===== src/rtl/lcb_pkg.sv =====
// Shared definitions for the lookup-table logic cell.
// Assumes a 2-bit flip-flop data select field in the setting chain.
package lcb_pkg;
    localparam int DSEL_W = 2;

    // Source codes for the flip-flop data select field.
    typedef enum logic [DSEL_W-1:0] {
        DSEL_F   = 2'd0,
        DSEL_G   = 2'd1,
        DSEL_DIR = 2'd2,
        DSEL_ALT = 2'd3
    } dsel_e;
endpackage


===== src/rtl/lcb_cfg_chain.sv =====
// Serial setting chain and field decode.
// Stream position k sits at sr[CW-1-k] once all CW bits have been shifted.
// Assumes the caller shifts exactly CW bits per load; there is no reset.
module lcb_cfg_chain
    import lcb_pkg::*;
#(
    parameter int N_IN = 5,
    parameter int N_FF = 2
) (
    input  logic                             clk,
    input  logic                             shift_en,
    input  logic                             shift_din,
    output logic [(1<<N_IN)-1:0]             truth,
    output logic [N_FF-1:0][DSEL_W-1:0]      ff_sel,
    output logic                             x_reg,
    output logic                             y_reg,
    output logic                             merged
);
    localparam int TBL = 1 << N_IN;
    localparam int CW  = TBL + N_FF*DSEL_W + 3;
    localparam int OFS_SEL = TBL;
    localparam int OFS_OUT = TBL + N_FF*DSEL_W;

    logic [CW-1:0] sr;

    // Move the chain one place and take the new bit at the low end.
    always_ff @(posedge clk) begin
        if (shift_en) sr <= {sr[CW-2:0], shift_din};
    end

    for (genvar i = 0; i < TBL; i++) begin : g_tbl
        assign truth[i] = sr[CW-1-i];
    end

    for (genvar j = 0; j < N_FF; j++) begin : g_ff
        for (genvar b = 0; b < DSEL_W; b++) begin : g_bit
            assign ff_sel[j][b] = sr[CW-1-(OFS_SEL + j*DSEL_W + b)];
        end
    end

    assign x_reg  = sr[CW-1-OFS_OUT];
    assign y_reg  = sr[CW-1-(OFS_OUT+1)];
    assign merged = sr[CW-1-(OFS_OUT+2)];
endmodule


===== src/rtl/lcb_lut_gen.sv =====
// Function generator: a single table, read as one N_IN-input function or as
// two (N_IN-1)-input halves. Address bit 0 is the first input.
// Assumes a table of 2**N_IN entries.
module lcb_lut_gen #(
    parameter int N_IN = 5
) (
    input  logic [(1<<N_IN)-1:0] truth,
    input  logic [N_IN-1:0]      sel,
    input  logic                 merged,
    output logic                 f,
    output logic                 g
);
    logic [N_IN-2:0] lo;

    // Look up both outputs; the top address bit comes from the last input only when merged.
    always_comb begin
        lo = sel[N_IN-2:0];
        if (merged) begin
            f = truth[sel];
            g = truth[sel];
        end else begin
            f = truth[{1'b0, lo}];
            g = truth[{1'b1, lo}];
        end
    end
endmodule


===== src/rtl/lcb_cell_regs.sv =====
// Cell flip-flops. Each one takes F, G or the direct input, as its select
// field says. A synchronous clear (reset or loading) takes priority over ce.
// Assumes sel is stable outside loading.
module lcb_cell_regs
    import lcb_pkg::*;
#(
    parameter int N_FF = 2
) (
    input  logic                        clk,
    input  logic                        rst_n,
    input  logic                        clr,
    input  logic                        ce,
    input  logic                        f,
    input  logic                        g,
    input  logic                        dir,
    input  logic [N_FF-1:0][DSEL_W-1:0] sel,
    output logic [N_FF-1:0]             q
);
    for (genvar i = 0; i < N_FF; i++) begin : g_ff
        logic d;
        logic q_bit;

        // Pick this flip-flop's data source.
        always_comb begin
            case (dsel_e'(sel[i]))
                DSEL_F:  d = f;
                DSEL_G:  d = g;
                default: d = dir;
            endcase
        end

        // Clear on reset or loading, otherwise load when enabled.
        always_ff @(posedge clk) begin
            if (!rst_n || clr) q_bit <= 1'b0;
            else if (ce)       q_bit <= d;
        end

        assign q[i] = q_bit;
    end
endmodule


===== src/rtl/lcb_cell.sv =====
// Top of the logic cell: setting chain, function generator, two flip-flops
// and the two output selectors. Outputs are held low while loading.
// Assumes a full string is shifted in before reset is released.
module lcb_cell
    import lcb_pkg::*;
#(
    parameter int N_IN = 5
) (
    input  logic            clk,
    input  logic            rst_n,
    input  logic            cfg_shift,
    input  logic            cfg_bit,
    input  logic [N_IN-1:0] lut_in,
    input  logic            dir_in,
    input  logic            ce,
    output logic            out_x,
    output logic            out_y
);
    localparam int TBL  = 1 << N_IN;
    localparam int N_FF = 2;

    logic [TBL-1:0]               truth;
    logic [N_FF-1:0][DSEL_W-1:0]  sel_q;
    logic                         x_reg;
    logic                         y_reg;
    logic                         merged;
    logic                         f_val;
    logic                         g_val;
    logic [N_FF-1:0]              q_r;

    lcb_cfg_chain #(.N_IN(N_IN), .N_FF(N_FF)) u_chain (
        .clk      (clk),
        .shift_en (cfg_shift),
        .shift_din(cfg_bit),
        .truth    (truth),
        .ff_sel   (sel_q),
        .x_reg    (x_reg),
        .y_reg    (y_reg),
        .merged   (merged)
    );

    lcb_lut_gen #(.N_IN(N_IN)) u_lut (
        .truth (truth),
        .sel   (lut_in),
        .merged(merged),
        .f     (f_val),
        .g     (g_val)
    );

    lcb_cell_regs #(.N_FF(N_FF)) u_regs (
        .clk  (clk),
        .rst_n(rst_n),
        .clr  (cfg_shift),
        .ce   (ce),
        .f    (f_val),
        .g    (g_val),
        .dir  (dir_in),
        .sel  (sel_q),
        .q    (q_r)
    );

    // Output selectors, forced low while the chain is loading.
    always_comb begin
        out_x = cfg_shift ? 1'b0 : (x_reg ? q_r[0] : f_val);
        out_y = cfg_shift ? 1'b0 : (y_reg ? q_r[1] : g_val);
    end
endmodule


===== config.mk =====
export PLATFORM = sky130hd
export DESIGN_NAME = lcb_cell
export DESIGN_NICKNAME = d
export VERILOG_FILES = /design/src/rtl/lcb_pkg.sv /design/src/rtl/lcb_cfg_chain.sv /design/src/rtl/lcb_lut_gen.sv /design/src/rtl/lcb_cell_regs.sv /design/src/rtl/lcb_cell.sv
export SDC_FILE = /design/constraint.sdc
export NUM_CORES = 1
export LEC_CHECK = 0
export CORE_AREA = 2 2 61 63
export DETAILED_ROUTE_END_ITERATION = 8
export DIE_AREA = 0 0 63 65
export PLACE_DENSITY = 0.73
export SYNTH_ARGS = -nofsm -noshare
export SYNTH_HDL_FRONTEND = slang
export SYNTH_HIERARCHICAL = 1
export SYNTH_SLANG_ARGS = --single-unit
export TNS_END_PERCENT = 5

===== constraint.sdc =====
create_clock -name clk -period 1.8 [get_ports clk]
set_input_delay 0.27 -clock clk [delete_from_list [all_inputs] [get_ports clk]]
set_output_delay 0.27 -clock clk [all_outputs]
set_load 0.01 [all_outputs]

==> impl_metrics.tcl <==
set metrics [dict create \
    grt_pass1_wl_mm 4.73 \
    yosys.area.top_type "edfxtp_1" \
    tightest_slew_ns 0.351 \
    cts_made_buffers 5 \
    ys_seq_elements 41 \
    cts_num_sinks 41 \
    num_vias 925 \
    cts_tree "built" \
    grt_setup_unrepaired "yes" \
    slew_headroom_pct 76.6 \
    synthTopCellsByArea "edfxtp_1 71%, mux2i_1 7.3%, mux4_1 3.2%" \
    diodes 0 \
    synth_top_family_by_area "multiplexers" \
    wl_per_cell_um 15.8 \
    hold_viol_final 0 \
    drv_cap 0 \
    final_util_pct 61.2 \
    r2r-start "u_chain/sr[20]$_DFFE_PP_" \
    avgViaCountPerCell 5.05 \
    synth_cell_types 25 \
    worstPathArrival_ns 2.06 \
    required_ns 1.53 \
    p_per_area_nw_per_um2 838 \
    crit_start "u_chain/sr[20]$_DFFE_PP_" \
    endpoint_kind "primary output" \
    worst-path-max-fanout 2 \
    ys_top_cells_by_count "39 x edfxtp_1, 12 x mux2i_1, 4 x nand2_1, 3 x nand2b_1, 3 x nor2_1" \
    overflow 0 \
    grt_pass1_vias 985 \
    syn_to_final_growth_pct 29.2 \
    power.leakage_nw 0.794 \
    synth-xor-area-share_pct 0 \
    synth_compound_area_share_pct 5.74 \
    drtIter0Drc 30 \
    ir_worst_vdd_mv 0.472 \
    cts-root-buf "clkbuf_4" \
    skew_ns 0.00643 \
    grt_antenna_before_repair 0 \
    clk_pin_slew_ns 0.11 \
    setup_tns_ns -1.95 \
    place_congestion 0.787 \
    min_from "u_chain/sr[18]$_DFFE_PP_" \
    syn_area_per_cell_um2 18.0 \
    setup_ws_ns -0.533 \
    crit_type "flop to primary output" \
    clk_path_buf_depth 2 \
    dominantRegCellSynth "edfxtp_1" \
    nets 145 \
    synth.area.mux_share_pct 13.1 \
    ys_async_sr_fraction_pct 0 \
    yosysMostFrequentCell "edfxtp_1" \
    dr.pass1.iters 4 \
    drive_gt1_share_pct 37.0 \
    htreeDepth 2 \
    clkLatencyLatePin_ns 0.35 \
    setup_violations 4 \
    seqCellArea_um2 1210 \
    yosys_warnings 6 \
    period_needed_ns 2.33 \
    synth_fp_nets 103 \
    initial_core_util_pct 47.4 \
    core_area_um2 3500 \
    wirelength_mm 2.90 \
    synthAdderAreaFrac_pct 0 \
    start_kind "flop" \
    min_path_cells 0 \
    syn_inst 92 \
    nFillCells 269 \
    hold_class "flop to flop" \
    synth_area_um2 1660 \
    violations "negative setup slack" \
    timing.final.crit_share_pct 130 \
    chipWidth_um 63 \
    maxSlewViolCount 0 \
    yosys.area_share.simple_pct 6.42 \
    antenna_left 0 \
    die_h_um 65 \
    grt_max_degree 22 \
    gr-usage-all-layers_pct 15.7 \
    hpwl_mm 2.02 \
    synth_seq_area_share_pct 73.1 \
    reg2reg_depth 9 \
    port_buffers 12 \
    num_io_pins 13 \
    die_area_um2 4100 \
    synth_edf_count 39 \
    multi_input_area_um2 493 \
    max_freq_mhz 429 \
    route.detailed.drc 0 \
    num_rows 22 \
    yosysTopAreaCellShare_pct 70.7 \
    status "finished with violations" \
]
-- logic make-up after synthesis --
group | Yosys count
muxes | 17
AOI/OAI and AO/OA | 13
DFF | 41
and+or+nand+nor | 18
buffers and inverters | 3
-- critical path: stages, from the launching register on --
cell      delay (ns)
edfxtp_1        0.42
mux4_2          0.47
or2_4           0.25
a41oi_2         0.14
a32oi_2         0.09
mux2i_1         0.16
nor2_1          0.05
buf_2           0.14
-- cell type report --
type | count | share of cell area (%)
clock buffers | 5 | 1.75
well taps | 48 | 2.81
flip-flops and latches | 41 | 56.6
clock inverters | 3 | 0.584
repair buffers | 38 | 15.3
multi-input cells | 48 | 23.0
-- metal layers --
layer  share of wire (%)  up-vias  GRT usage, %  wire [um]
li1                    -      452             -          -
met1                  49      455          21.0       1420
met2                  46       14          23.5       1330
met3                 3.7        4          5.38        107
met4                 1.4        0          6.67         42
met5                   0        -             0          0
-- flip-flops by register name, summed over array words and instances (netlist names) --
signal and count:
u_chain/sr 39, u_regs/g_ff.q_bit 2
-- cells in the final DEF, fill, tap and decap left out, types with 2 or more instances in the layout --
master	instances
edfxtp_1	39
buf_4	22
mux2i_1	12
clkdlybuf4s50_1	8
clkbuf_4	5
nand2_1	4
nor2_1	3
buf_6	3
nand2b_1	3
clkinv_1	2
dlygate4sd2_1	2
buf_2	2
mux4_2	2
a41oi_2	2
a32oi_2	2
mux2_4	2
o211ai_1	2
a21oi_1	2
dfxtp_1	2
-- stage by stage --
stage | power, mW | std cells | instance area, um2 | hold WS (ns) | setup slack (ns)
global route | 1.87 | 183 | 2140 | 0.456 | -0.651
finish | 1.79 | 183 | 2140 | 0.456 | -0.533
CTS | 1.80 | 182 | 2120 | 0.447 | -0.599
global placement | 1.34 | 166 | 1970 | 0.430 | -1.03
floorplan | 1.24 | 92 | 1680 | 0.369 | -0.101
detailed placement | 1.35 | 166 | 1970 | 0.432 | -1.12
-- report_power, final --
group / leakage [nW] / total, mW / switching [mW] / internal, mW
Combinational: 0.366 / 0.238 / 0.101 / 0.136
Clock: 0.0300 / 0.423 / 0.281 / 0.141
Sequential: 0.398 / 1.13 / 0.0296 / 1.10
-- final timing paths --
check	endpoint	slack (ns)
max	out_y	-0.53
min reg2reg	u_chain/sr[19]$_DFFE_PP_	0.46
max reg2reg	u_regs/g_ff[1].q_bit$_SDFFE_PP0P_	-0.47
min	u_chain/sr[19]$_DFFE_PP_	0.46
-- repair_timing --
| action | CTS | global route |
|---|---|---|
| pin swaps | 8 | 6 |
| setup endpoints to repair | 4 | 4 |
| setup buffers | 8 | 1 |
| resized for setup | 23 | 4 |
| hold buffers | 0 | 0 |
Power figures use the tool's default switching activity.
